$ cat config.mk
export PLATFORM = sky130hd
export DESIGN_NAME = cfg_serial_regfile
export DESIGN_NICKNAME = d
export VERILOG_FILES = /design/src/rtl/cfgp_pkg.sv /design/src/rtl/cfgp_sync.sv /design/src/rtl/cfgp_rx.sv /design/src/rtl/cfgp_regfile.sv /design/src/rtl/cfg_serial_regfile.sv
export SDC_FILE = /design/constraint.sdc
export NUM_CORES = 1
export LEC_CHECK = 0
export ABC_AREA = 1
export BUFFER_PORTS_ARGS = -buffer_cell sky130_fd_sc_hd__buf_2
export CAP_MARGIN = 20
export CELL_PAD_IN_SITES_DETAIL_PLACEMENT = 0
export CELL_PAD_IN_SITES_GLOBAL_PLACEMENT = 2
export CORE_MARGIN = 2
export CORE_UTILIZATION = 34
export DETAILED_ROUTE_END_ITERATION = 6
export GPL_ROUTABILITY_DRIVEN = 1
export PLACE_DENSITY_LB_ADDON = 0.1
export SLEW_MARGIN = 25
export SYNTH_ARGS = -nofsm -noshare
export SYNTH_HDL_FRONTEND = slang
export SYNTH_SLANG_ARGS = --single-unit
export TNS_END_PERCENT = 1
$ cat constraint.sdc
create_clock -name clk -period 4.45 [get_ports clk]
set_clock_uncertainty 0.15 [all_clocks]
set_input_delay 0.2225 -clock clk [delete_from_list [all_inputs] [get_ports clk]]
set_output_delay 0.2225 -clock clk [all_outputs]
set_load 0.01 [all_outputs]
$ cat src/rtl/cfgp_pkg.sv
package cfgp_pkg;
  localparam int CFG_DW     = 10;
  localparam int CFG_AW     = 4;
  localparam int CFG_NREG   = 15;
  localparam int CFG_FRAME  = 16;

  // Reset value of each configuration register
  function automatic logic [15:0] reg_default(input int idx);
    case (idx)
      6:       return 16'h0040;
      7:       return 16'h0003;
      8, 9:    return 16'h03FF;
      14:      return 16'h0200;
      default: return 16'h0000;
    endcase
  endfunction
endpackage

$ cat src/rtl/cfgp_sync.sv
module cfgp_sync #(
  parameter int           W       = 1,
  parameter int           STAGES  = 2,
  parameter logic [W-1:0] RST_VAL = '0
) (
  input  logic         clk,
  input  logic         rst,
  input  logic [W-1:0] d,
  output logic [W-1:0] q
);
  logic [W-1:0] st [STAGES];

  always_ff @(posedge clk) begin
    if (rst) begin
      for (int i = 0; i < STAGES; i++) st[i] <= RST_VAL;
    end else begin
      st[0] <= d;
      for (int i = 1; i < STAGES; i++) st[i] <= st[i-1];
    end
  end

  assign q = st[STAGES-1];
endmodule

$ cat src/rtl/cfgp_rx.sv
module cfgp_rx #(
  parameter int AW         = 4,
  parameter int DW         = 10,
  parameter int FRAME_BITS = 16
) (
  input  logic          clk,
  input  logic          rst,
  input  logic          cs_n_s,
  input  logic          sck_s,
  input  logic          sdi_s,
  input  logic          pol_s,
  output logic          frame_vld,
  output logic [AW-1:0] frame_addr,
  output logic [DW-1:0] frame_data
);
  localparam int SH_W = AW + DW;
  localparam int CW   = $clog2(FRAME_BITS + 2);
  localparam logic [CW-1:0] FULL = CW'(FRAME_BITS);
  localparam logic [CW-1:0] OVER = CW'(FRAME_BITS + 1);

  logic          norm, norm_d, cs_d, lead;
  logic [SH_W-1:0] sh;
  logic [CW-1:0]   cnt;

  // Normalize so the leading edge is always a rising edge
  assign norm = pol_s ? sck_s : ~sck_s;
  assign lead = norm & ~norm_d & ~cs_n_s;

  always_ff @(posedge clk) begin
    if (rst) begin
      norm_d    <= 1'b0;
      cs_d      <= 1'b1;
      cnt       <= '0;
      sh        <= '0;
      frame_vld <= 1'b0;
    end else begin
      norm_d    <= norm;
      cs_d      <= cs_n_s;
      frame_vld <= 1'b0;
      if (cs_n_s) begin
        cnt <= '0;
        if (!cs_d && cnt == FULL) frame_vld <= 1'b1;
      end else if (lead) begin
        sh <= {sh[SH_W-2:0], sdi_s};
        if (cnt != OVER) cnt <= cnt + 1'b1;
      end
    end
  end

  assign frame_addr = sh[DW +: AW];
  assign frame_data = sh[DW-1:0];


  commit_idle_chk: assert property (@(posedge clk) disable iff (rst)
    frame_vld |-> (cs_d && cs_n_s));

  cnt_clear_chk: assert property (@(posedge clk) disable iff (rst)
    cs_n_s |=> (cnt == '0));
endmodule

$ cat src/rtl/cfgp_regfile.sv
module cfgp_regfile
  import cfgp_pkg::*;
#(
  parameter int AW   = 4,
  parameter int DW   = 10,
  parameter int NREG = 15
) (
  input  logic               clk,
  input  logic               rst,
  input  logic               hw_rst,
  input  logic               wr_vld,
  input  logic [AW-1:0]      wr_addr,
  input  logic [DW-1:0]      wr_data,
  output logic [NREG*DW-1:0] cfg_bus,
  output logic               black_clr
);
  localparam logic [DW-1:0] CTRL_KEEP = ~DW'(3);

  logic [DW-1:0]      regs [NREG];
  logic [NREG*DW-1:0] def_bus;
  logic               addr_ok;

  assign addr_ok = wr_addr < AW'(NREG);

  always_ff @(posedge clk) begin
    if (rst || hw_rst) begin
      for (int i = 0; i < NREG; i++) regs[i] <= DW'(reg_default(i));
      black_clr <= 1'b0;
    end else begin
      black_clr <= 1'b0;
      if (wr_vld && addr_ok) begin
        if (wr_addr == '0 && wr_data[0]) begin
          for (int i = 0; i < NREG; i++) regs[i] <= DW'(reg_default(i));
        end else begin
          for (int i = 0; i < NREG; i++) begin
            if (wr_addr == AW'(i))
              regs[i] <= (i == 0) ? (wr_data & CTRL_KEEP) : wr_data;
          end
          if (wr_addr == '0) black_clr <= wr_data[1];
        end
      end
    end
  end

  for (genvar g = 0; g < NREG; g++) begin : g_bus
    assign cfg_bus[g*DW +: DW] = regs[g];
    assign def_bus[g*DW +: DW] = DW'(reg_default(g));
  end


  for (genvar g = 1; g < NREG; g++) begin : g_wr_chk
    reg_write_chk: assert property (@(posedge clk) disable iff (rst)
      (wr_vld && wr_addr == AW'(g) && !hw_rst) |=> (regs[g] == $past(wr_data)));
  end

  high_addr_ignored_chk: assert property (@(posedge clk) disable iff (rst)
    (wr_vld && !addr_ok && !hw_rst) |=> $stable(cfg_bus));

  soft_rst_chk: assert property (@(posedge clk) disable iff (rst)
    (wr_vld && wr_addr == '0 && wr_data[0]) |=> (cfg_bus == def_bus && !black_clr));

  hw_rst_chk: assert property (@(posedge clk) disable iff (rst)
    hw_rst |=> (cfg_bus == def_bus));

  clr_pulse_chk: assert property (@(posedge clk) disable iff (rst)
    black_clr |=> !black_clr);
endmodule

$ cat src/rtl/cfg_serial_regfile.sv
module cfg_serial_regfile #(
  parameter int DATA_W      = cfgp_pkg::CFG_DW,
  parameter int ADDR_W      = cfgp_pkg::CFG_AW,
  parameter int NUM_REGS    = cfgp_pkg::CFG_NREG,
  parameter int FRAME_BITS  = cfgp_pkg::CFG_FRAME,
  parameter int SYNC_STAGES = 2
) (
  input  logic                       clk,
  input  logic                       rst,
  input  logic                       hw_rst_n,
  input  logic                       sp_cs_n,
  input  logic                       sp_sclk,
  input  logic                       sp_sdin,
  input  logic                       sp_pol,
  output logic [NUM_REGS*DATA_W-1:0] cfg_bus,
  output logic                       black_clr
);
  localparam int BUS_W = NUM_REGS * DATA_W;

  logic [3:0]          pins_s;
  logic                hw_n_s;
  logic                frame_vld;
  logic [ADDR_W-1:0]   frame_addr;
  logic [DATA_W-1:0]   frame_data;
  logic [BUS_W-1:0]    bus_int;

  cfgp_sync #(.W(4), .STAGES(SYNC_STAGES), .RST_VAL(4'b1000)) u_pin_sync (
    .clk (clk),
    .rst (rst),
    .d   ({sp_cs_n, sp_sclk, sp_sdin, sp_pol}),
    .q   (pins_s)
  );

  cfgp_sync #(.W(1), .STAGES(SYNC_STAGES), .RST_VAL(1'b1)) u_hwrst_sync (
    .clk (clk),
    .rst (rst),
    .d   (hw_rst_n),
    .q   (hw_n_s)
  );

  cfgp_rx #(.AW(ADDR_W), .DW(DATA_W), .FRAME_BITS(FRAME_BITS)) u_rx (
    .clk        (clk),
    .rst        (rst),
    .cs_n_s     (pins_s[3]),
    .sck_s      (pins_s[2]),
    .sdi_s      (pins_s[1]),
    .pol_s      (pins_s[0]),
    .frame_vld  (frame_vld),
    .frame_addr (frame_addr),
    .frame_data (frame_data)
  );

  cfgp_regfile #(.AW(ADDR_W), .DW(DATA_W), .NREG(NUM_REGS)) u_regs (
    .clk       (clk),
    .rst       (rst),
    .hw_rst    (~hw_n_s),
    .wr_vld    (frame_vld),
    .wr_addr   (frame_addr),
    .wr_data   (frame_data),
    .cfg_bus   (bus_int),
    .black_clr (black_clr)
  );

  assign cfg_bus = bus_int;
endmodule

==> results of run 1 <==
==> final cells by class <==
type,count,area (sq um)
Clock inverter,9,120
Timing Repair Buffer,164,866
Multi-Input combinational cell,302,1400
Inverter,40,150
Clock buffer,23,478
Sequential cell,181,5020
Fill cell,1871,11000
Tap cell,265,332
==> logic make-up (layout without fill, tap and decap cells) <==
| kind of cell | Yosys count | count (layout) | share of synthesized area |
|---|---|---|---|
| fa+ha+maj | 3 | 3 | 0.00559 |
| other cells | 1 | 2 | 0.000559 |
| simple gates | 251 | 251 | 0.163 |
| xor+xnor | 4 | 4 | 0.00522 |
| flops | 181 | 181 | 0.749 |
| buf+inv | 68 | 236 | 0.0438 |
| compound gates | 42 | 42 | 0.0330 |
==> cells in the mapped netlist (4+ instances only) <==
cell / n / area, sq um
o21ai_0: 16 / 80.1
nand2_1: 59 / 221
a21oi_1: 25 / 125
clkbuf_1: 17 / 63.8
buf_4: 4 / 30.0
dfxtp_1: 41 / 821
nand2_2: 4 / 25.0
nand3_1: 26 / 130
nor2_2: 4 / 25.0
or2_2: 4 / 25.0
buf_2: 5 / 25.0
inv_1: 36 / 135
nor2_1: 142 / 533
edfxtp_1: 140 / 4200
==> worst min-delay path by stage <==
| stage | start | endpoint | slack [ns] | cells past startpoint |
|---|---|---|---|---|
| after detailed placement | u_pin_sync.st[0][3] | u_pin_sync.st[0][7] | 0.25 | 1 |
| after floorplan | hw_rst_n | u_hwrst_sync.st[0][0] | 0.18 | 1 |
| final | u_pin_sync.st[0][1] | u_pin_sync.st[0][5] | 0.25 | 2 |
| after CTS | u_pin_sync.st[0][1] | u_pin_sync.st[0][5] | 0.26 | 2 |
| after global placement | u_rx.cs_d | u_rx.frame_vld | 0.24 | 1 |
| after global routing | u_pin_sync.st[0][2] | u_pin_sync.st[0][6] | 0.28 | 2 |
==> state kept, by name, summed over array words and instances, names as in the netlist <==
signal            count
u_regs.regs         148
u_rx.sh              14
u_pin_sync.st         8
u_rx.cnt              5
u_hwrst_sync.st       2
u_regs.black_clr      1
u_rx.cs_d             1
u_rx.frame_vld        1
u_rx.norm_d           1
==> stage by stage <==
step / cells / power (mW)
4_1_cts: 984 / 3.63
5_1_grt: 984 / 3.72
3_3_place_gp: 943 / 2.11
2_1_floorplan: 551 / 2.03
3_5_place_dp: 943 / 2.12
6_report: 984 / 3.58
==> layer usage <==
metal	wire length (microns)	part of all wire	vias to the layer above	track usage
met5	0	0	-	0
met2	8300	0.49	131	0.264
met3	946	0.056	8	0.0391
met4	128	0.0076	0	0.0439
li1	-	-	2139	-
met1	7500	0.44	2137	0.220
==> critical path, cell delays in order <==
cell,delay [ns]
dlygate4sd3_1,0.53
buf_2,0.20
inv_2,0.21
nand2_1,0.35
inv_1,0.49
nand3_1,0.39
nand2_1,0.45
==> what timing repair did <==
action,4_1_cts,5_1_grt
hold endpoints to repair,10,0
buffers inserted,0,0
hold buffers,9,0
==> power by group through the flow <==
stage	Combinational, mW	Sequential [mW]	Clock [mW]
6_report	0.184	1.90	1.50
5_1_grt	0.201	1.90	1.61
4_1_cts	0.188	1.90	1.54
3_5_place_dp	0.181	1.93	0
3_3_place_gp	0.178	1.93	0
2_1_floorplan	0.0756	1.96	0
==> flow_metrics.env, run 1 <==
export IMPL_finalSetupViolCount=0
export IMPL_grt_start_max_net_pins=29
export IMPL_wirelength_mm=16.9
export IMPL_clk_path_buf_depth=2
export IMPL_period_share=0.656
export IMPL_drt_iter0_drc=306
export IMPL_arrival_ns=2.85
export IMPL_drc=0
export IMPL_internal_power_mw=2.81
export IMPL_numPortBuffers=155
export IMPL_synth_edf_count=140
export IMPL_avgSynthCellArea_sq_um=12.2
export IMPL_synthCells=550
export IMPL_yosysWarnings=0
export IMPL_drv_cap=0
export IMPL_grt_pass1_vias=4182
export IMPL_die_height_microns=144
export IMPL_drive_gt1_frac=0.288
export IMPL_r2r_cells=5
export IMPL_cts_max_level=4
export IMPL_pwr_share_comb=0.051
export IMPL_ant_nets=0
export IMPL_worstSetupPathType="in2reg"
export IMPL_rsz0062_at_grt="no"
export IMPL_syn_cell_area_sq_mm=0.00671
export IMPL_status="finished clean"
export IMPL_path_clk_slew_ns=0.07
export IMPL_switching_share=0.217
export IMPL_mostFrequentLayoutCells="buf_2 (155), nor2_1 (142), edfxtp_1 (140)"
export IMPL_final_max_slew_violation_count=0
export IMPL_tritoncts="yes"
export IMPL_leakage_nw=3.14
export IMPL_cts_inserted_buffers=17
export IMPL_fin_area_sq_mm=0.00837
export IMPL_wl_per_cell_microns=17.2
export IMPL_synth_seq_area_share=0.749
export IMPL_core_area_sq_mm=0.0194
export IMPL_die_width_microns=144
export IMPL_reg2reg_to="u_regs.regs[0][46]"
export IMPL_async_flop_share=0
export IMPL_die_area_sq_mm=0.0209
export IMPL_n_antenna_cell=0
export IMPL_postLayoutCoreUtil=0.431
export IMPL_grt_pass1_wl_mm=24.4
export IMPL_ys_ff_latch=181
export IMPL_worst_slack_ns=1.53
export IMPL_finalSetupTns_ns=0
export IMPL_gp_congestion=0.733
export IMPL_drt_pass1_iterations=5
export IMPL_worst_pin_slew_ns=0.685
export IMPL_finalNetCount=716
export IMPL_peakVddDrop_v=0.000255
export IMPL_clock_sinks=181
export IMPL_overflow=0
export IMPL_min_path_type="reg2reg"
export IMPL_start_util=0.346
export IMPL_area_delta_synth_final_pct=24.7
export IMPL_io_pins=158
export IMPL_vias=4415
export IMPL_r2r_start="u_rx.sh[11]"
export IMPL_relSlewSlack=0.543
export IMPL_vias_per_cell=4.49
export IMPL_worstPathRequired_ns=4.38
export IMPL_fmaxAchievable_mhz=342
export IMPL_p_seq_frac=0.529
export IMPL_layout_commonest_cell="buf_2"
export IMPL_postCtsResizedCells=0
export IMPL_endpoint="u_regs.regs[0][46]"
export IMPL_clock_latency_ns=0.43
export IMPL_fin_hold_ws_ns=0.253
export IMPL_p_clk_frac=0.420
export IMPL_ys_flop_type="edfxtp_1"
export IMPL_ys_types=30
export IMPL_root_buffer="clkbuf_16"
export IMPL_hold_viol=0
export IMPL_track_usage=0.163
export IMPL_dp_worst_setup_slack_ns=1.66
export IMPL_start_kind="primary input"
export IMPL_crit_fanout=15
export IMPL_endpoint_kind="register"
export IMPL_worstSetupStartpoint="rst"
export IMPL_antenna_found_initial=0
export IMPL_fin_crit_ns=2.92
export IMPL_rrSetupSlack_ns=1.91
export IMPL_p_per_area_mw_per_mm2=428
export IMPL_dpl_instance_area_sq_mm=0.00768
export IMPL_p_sw_mw=0.779
export IMPL_hpwl_mm=11.4
export IMPL_row_count=51
Note: power is estimated with default switching activity, not from simulation.
==> run 2: changes to the inputs <==
ABC_AREA = 0   (was 1)
CORE_UTILIZATION = 32   (was 34)
clock period = 2.5 ns   (was 4.45 ns; I/O delays follow)
==> flow_metrics.env, run 2 <==
export IMPL_ys_types=42
export IMPL_relSlewSlack=0.447
export IMPL_io_pins=158
export IMPL_fin_hold_ws_ns=0.272
export IMPL_drt_iter0_drc=295
export IMPL_finalNetCount=712
export IMPL_core_area_sq_mm=0.0212
export IMPL_yosys_cell_count_top_type="edfxtp_1"
export IMPL_dpl_instance_area_sq_mm=0.00810
export IMPL_r2r_cells=4
export IMPL_fin_crit_ns=2.21
export IMPL_ys_flop_type="edfxtp_1"
export IMPL_die_area_sq_mm=0.0230
export IMPL_largest_reg_flops=148
export IMPL_syn_cell_area_sq_mm=0.00697
export IMPL_leakage_nw=3.33
export IMPL_async_flop_share=0
export IMPL_endpoint_kind="register"
export IMPL_cts_max_level=4
export IMPL_met3_usage=0.0299
export IMPL_largest_register="u_regs.regs"
export IMPL_postCtsResizedCells=0
export IMPL_grt_start_max_net_pins=23
export IMPL_worstSetupStartpoint="rst"
export IMPL_multi_input_area_sq_mm=0.00173
export IMPL_cts_hold_fix_buffers=11
export IMPL_fin_area_sq_mm=0.00879
export IMPL_drv_cap=0
export IMPL_layout_commonest_cell="buf_2"
export IMPL_yosysTopAreaCell="edfxtp_1"
export IMPL_fmaxAchievable_mhz=452
export IMPL_period_share=0.884
export IMPL_peakVddDrop_v=0.000465
export IMPL_row_count=53
export IMPL_min_path_type="reg2reg"
export IMPL_ant_nets=0
export IMPL_min_from="u_pin_sync.st[0][3]"
export IMPL_n_antenna_cell=0
export IMPL_hpwl_mm=12.7
export IMPL_die_width_microns=152
export IMPL_grt_pass1_wl_mm=26.4
export IMPL_status="finished clean"
export IMPL_area_delta_synth_final_pct=26.2
export IMPL_clock_sinks=181
export IMPL_track_usage=0.159
export IMPL_drt_pass1_iterations=5
export IMPL_hold_viol=0
export IMPL_final_max_slew_violation_count=0
export IMPL_synth_edf_count=140
export IMPL_reg_top3="u_regs.regs x148, u_rx.sh x14, u_pin_sync.st x8"
export IMPL_crit_fanout=18
export IMPL_rsz0062_at_grt="no"
export IMPL_overflow=0
export IMPL_wirelength_mm=18.0
export IMPL_worst_slack_ns=0.289
export IMPL_synth_seq_area_share=0.721
export IMPL_nFillCells=2068
export IMPL_synth_area_leaders="edfxtp_1 (60%), dfxtp_1 (12%), and2_1 (6.0%), nor2_1 (3.0%), or2_2 (2.2%)"
export IMPL_root_buffer="clkbuf_16"
export IMPL_endpoint="u_regs.regs[0][96]"
export IMPL_use_met1=0.217
export IMPL_grtUsageMet2=0.252
export IMPL_start_kind="primary input"
export IMPL_avgSynthCellArea_sq_um=13.1
export IMPL_worst_pin_slew_ns=0.824
export IMPL_dp_worst_setup_slack_ns=0.366
export IMPL_wl_per_cell_microns=18.1
export IMPL_synthCells=532
export IMPL_p_per_area_mw_per_mm2=713
export IMPL_tritoncts="yes"
export IMPL_vias_per_cell=4.61
export IMPL_cts_setup_buffers=0
export IMPL_vias=4560
export IMPL_rrSetupSlack_ns=0.40
export IMPL_worstSetupPathType="in2reg"
export IMPL_top_usage_layer="met2"
export IMPL_whs_path_depth=1
export IMPL_clock_latency_ns=0.43
export IMPL_drc=0
export IMPL_start_util=0.328
export IMPL_die_height_microns=152
export IMPL_numPortBuffers=155
export IMPL_r2r_start="u_rx.sh[12]"
export IMPL_yosysWarnings=0
export IMPL_arrival_ns=2.14
export IMPL_clk_path_buf_depth=2
export IMPL_cts_inserted_buffers=17
export IMPL_reg2reg_to="u_regs.regs[0][21]"
export IMPL_ys_ff_latch=181
export IMPL_antenna_found_initial=0
export IMPL_finalSetupTns_ns=0
export IMPL_worstPathRequired_ns=2.43
export IMPL_finalPower_mw=6.27
export IMPL_synth_top_area_share=0.603
export IMPL_grt_pass1_vias=4436
export IMPL_path_clk_slew_ns=0.07
export IMPL_seq_area_sq_mm=0.00502
export IMPL_finalSetupViolCount=0
export IMPL_drive_gt1_frac=0.345
export IMPL_synth_common_cells="edfxtp_1 (140), and2_1 (67), nor2_1 (56)"
export IMPL_mostFrequentLayoutCells="buf_2 (155), edfxtp_1 (140), and2_1 (67)"
export IMPL_gp_congestion=0.798
## run 2: final cells by class
type                    count  share of cell area
clock buffers              17              0.0484
clock inverters            15              0.0179
inverters                   3             0.00128
multi-input cells         305               0.197
flip-flops and latches    181               0.571
well taps                 275              0.0391
repair buffers            194               0.125
## run 2: worst max-delay path, cell delays in order
cell           delay (ns)
dlygate4sd3_1        0.52
buf_2                0.15
buf_4                0.20
and2b_1              0.25
buf_4                0.21
nand3_1              0.27
nand2_1              0.42
## run 2: power by group
| part | internal [mW] | total (mW) | switching, mW |
|---|---|---|---|
| registers | 3.33 | 3.36 | 0.0326 |
| clock network | 1.41 | 2.64 | 1.22 |
| logic | 0.0968 | 0.277 | 0.180 |
| total | 4.84 | 6.27 | 1.43 |
## run 2: how the worst min path moves through the flow
stage	endpoint	slack (ns)
after floorplan	u_hwrst_sync.st[0][0]	0.08
after global placement	u_hwrst_sync.st[0][0]	0.16
after detailed placement	u_pin_sync.st[0][3]	0.16
after CTS	u_pin_sync.st[0][7]	0.26
after global routing	u_rx.frame_vld	0.30
final	u_pin_sync.st[0][7]	0.27
## run 2: metrics by stage
step                cells  utilization
global route          990        0.414
floorplan             533            -
finish                990        0.414
CTS                   990        0.414
detailed placement    947        0.382
global placement      947        0.382
## run 2: kinds of logic after synthesis
logic type      share of synthesized area
xor+xnor                          0.00251
compound gates                     0.0422
flops                               0.721
simple gates                        0.195
buf+inv                            0.0314
mux                               0.00144
fa+ha+maj                         0.00539
other cells                      0.000538
## run 2: metal layers
layer	wire, microns	up-vias
met5	0	-
met4	335	0
met3	909	21
met2	8640	123
met1	8080	2224
li1	-	2192
==> run 3: changes to the inputs <==
REMOVE_ABC_BUFFERS = 1   (was default)
clock period = 1.8 ns   (was 2.5 ns; I/O delays follow)
==> flow_metrics.env, run 3 (same netlist as run 2, synthesis figures left out) <==
export IMPL_slowest_stage="dfxtp_1"
export IMPL_status="finished clean"
export IMPL_critPathBufInv=2
export IMPL_root_buffer="clkbuf_16"
export IMPL_cts_max_level=4
export IMPL_nFillCells=2034
export IMPL_track_usage=0.161
export IMPL_clock_latency_ns=0.43
export IMPL_wirelength_mm=18.5
export IMPL_die_height_microns=152
export IMPL_drive_gt1_frac=0.396
export IMPL_ant_nets=0
export IMPL_finalSetupViolCount=0
export IMPL_io_pins=158
export IMPL_reg_top3="u_regs.regs x148, u_rx.sh x14, u_pin_sync.st x8"
export IMPL_cts_inserted_buffers=17
export IMPL_finalSetupTns_ns=0
export IMPL_crit_top_cell="buf_4"
export IMPL_drt_pass1_iterations=7
export IMPL_die_area_sq_mm=0.0230
export IMPL_grt_pass1_vias=4424
export IMPL_antenna_found_initial=0
export IMPL_period_share=0.966
export IMPL_worstSetupPathType="reg2reg"
export IMPL_numPortBuffers=155
export IMPL_vias=4703
export IMPL_start_util=0.328
export IMPL_wl_per_cell_microns=18.2
export IMPL_grt_pass1_wl_mm=26.4
export IMPL_area_delta_synth_final_pct=30.9
export IMPL_vias_per_cell=4.62
export IMPL_worst_slack_ns=0.0605
export IMPL_rsz0062_at_grt="yes"
export IMPL_fin_area_sq_mm=0.00912
export IMPL_cts_setup_buffers=0
export IMPL_arrival_ns=1.72
export IMPL_critPathTopFamily="buffers and inverters"
export IMPL_layout_commonest_cell="buf_2"
export IMPL_overflow=0
export IMPL_postLayoutCoreUtil=0.430
export IMPL_rrSetupSlack_ns=0.06
export IMPL_grt_start_max_net_pins=26
export IMPL_path_clk_slew_ns=0.07
export IMPL_fin_crit_ns=1.74
export IMPL_crit_fanout=10
export IMPL_largest_register="u_regs.regs"
export IMPL_finalNetCount=740
export IMPL_peakVddDrop_v=0.000623
export IMPL_clk_path_buf_depth=2
export IMPL_row_count=53
export IMPL_die_width_microns=152
export IMPL_tritoncts="yes"
export IMPL_core_area_sq_mm=0.0212
export IMPL_clock_sinks=181
export IMPL_finalPower_mw=8.89
export IMPL_drv_cap=0
export IMPL_gp_congestion=0.804
export IMPL_dp_worst_setup_slack_ns=-0.189
export IMPL_dpl_instance_area_sq_mm=0.00841
export IMPL_min_path_type="in2reg"
export IMPL_n_antenna_cell=0
export IMPL_hold_viol=0
export IMPL_worstPathRequired_ns=1.79
export IMPL_mostFrequentLayoutCells="buf_2 (155), edfxtp_1 (140), and2_1 (67)"
export IMPL_fmaxAchievable_mhz=575
export IMPL_final_max_slew_violation_count=0
export IMPL_hpwl_mm=12.9
export IMPL_drc=0
export IMPL_leakage_nw=3.51
export IMPL_slowest_delay_ns=0.36
export IMPL_endpoint_kind="register"
export IMPL_drt_iter0_drc=282
export IMPL_start_kind="register"
export IMPL_p_per_area_mw_per_mm2=975
export IMPL_path_cells="nor3b_2 -> a31oi_2 -> buf_4 -> o21ai_0 -> buf_4"
export IMPL_largest_reg_flops=148
## run 3: cell types whose count changed in the layout (fill, tap and decap cells not counted), sizes merged
| cell | previous run | this run |
|---|---|---|
| clkinvlp | 2 | 1 |
| buf | 183 | 216 |
| dlygate4sd3 | 11 | 6 |
| inv | 10 | 12 |
| bufinv | 1 | 2 |
| clkinv | 5 | 3 |
## run 3: area by class of cell
type | count | area [sq um] | area share
sequential | 181 | 5030 | 0.551
multi-input combinational | 305 | 1780 | 0.195
timing repair buffer | 222 | 1360 | 0.149
clock buffer | 17 | 425 | 0.0466
tap | 275 | 344 | 0.0377
clock inverter | 15 | 181 | 0.0199
inverter | 3 | 11.3 | 0.00123
## run 3: worst paths after layout
kind / depth (start not counted) / from / end
setup / recovery: 5 / u_rx.sh[10] / u_regs.regs[0][40]
hold / removal: 3 / rst / u_pin_sync.st[0][5]
setup reg to reg: 5 / u_rx.sh[10] / u_regs.regs[0][40]
hold reg to reg: 1 / u_rx.cs_d / u_rx.frame_vld
## run 3: per-layer routing
metal  track usage  up-vias  part of all wire
li1              -     2256                 -
met2         0.264      170              0.48
met5             0        -                 0
met4        0.0444        0             0.011
met3        0.0428       14             0.060
met1         0.213     2263              0.45
## run 3: per-stage QoR
stage	hold WS (ns)	std cells
floorplan	0.00907	489
global placement	0.124	980
detailed placement	0.127	980
CTS	0.0122	1018
global route	0.0345	1018
finish	0.0336	1018
## run 3: worst reg2reg max path, cell delays in order, from the launching register on
cell     delay (ns)
dfxtp_1        0.36
nor3b_2        0.26
a31oi_2        0.19
buf_4          0.20
o21ai_0        0.08
buf_4          0.22
## run 3: where the power goes
group	leakage [nW]	internal, mW	switching (mW)
Combinational	1.50	0.159	0.260
Clock	0.298	2.11	1.70
Sequential	1.72	4.62	0.0422
Total	3.51	6.89	2.00
## run 3: what timing repair did
| item | in CTS | in global routing |
|---|---|---|
| hold buffers | 6 | 0 |
| gates resized for setup | 5 | 10 |
| hold endpoints to repair | 7 | 0 |
| setup endpoints to repair | 71 | 140 |
| pin swaps | 0 | 0 |
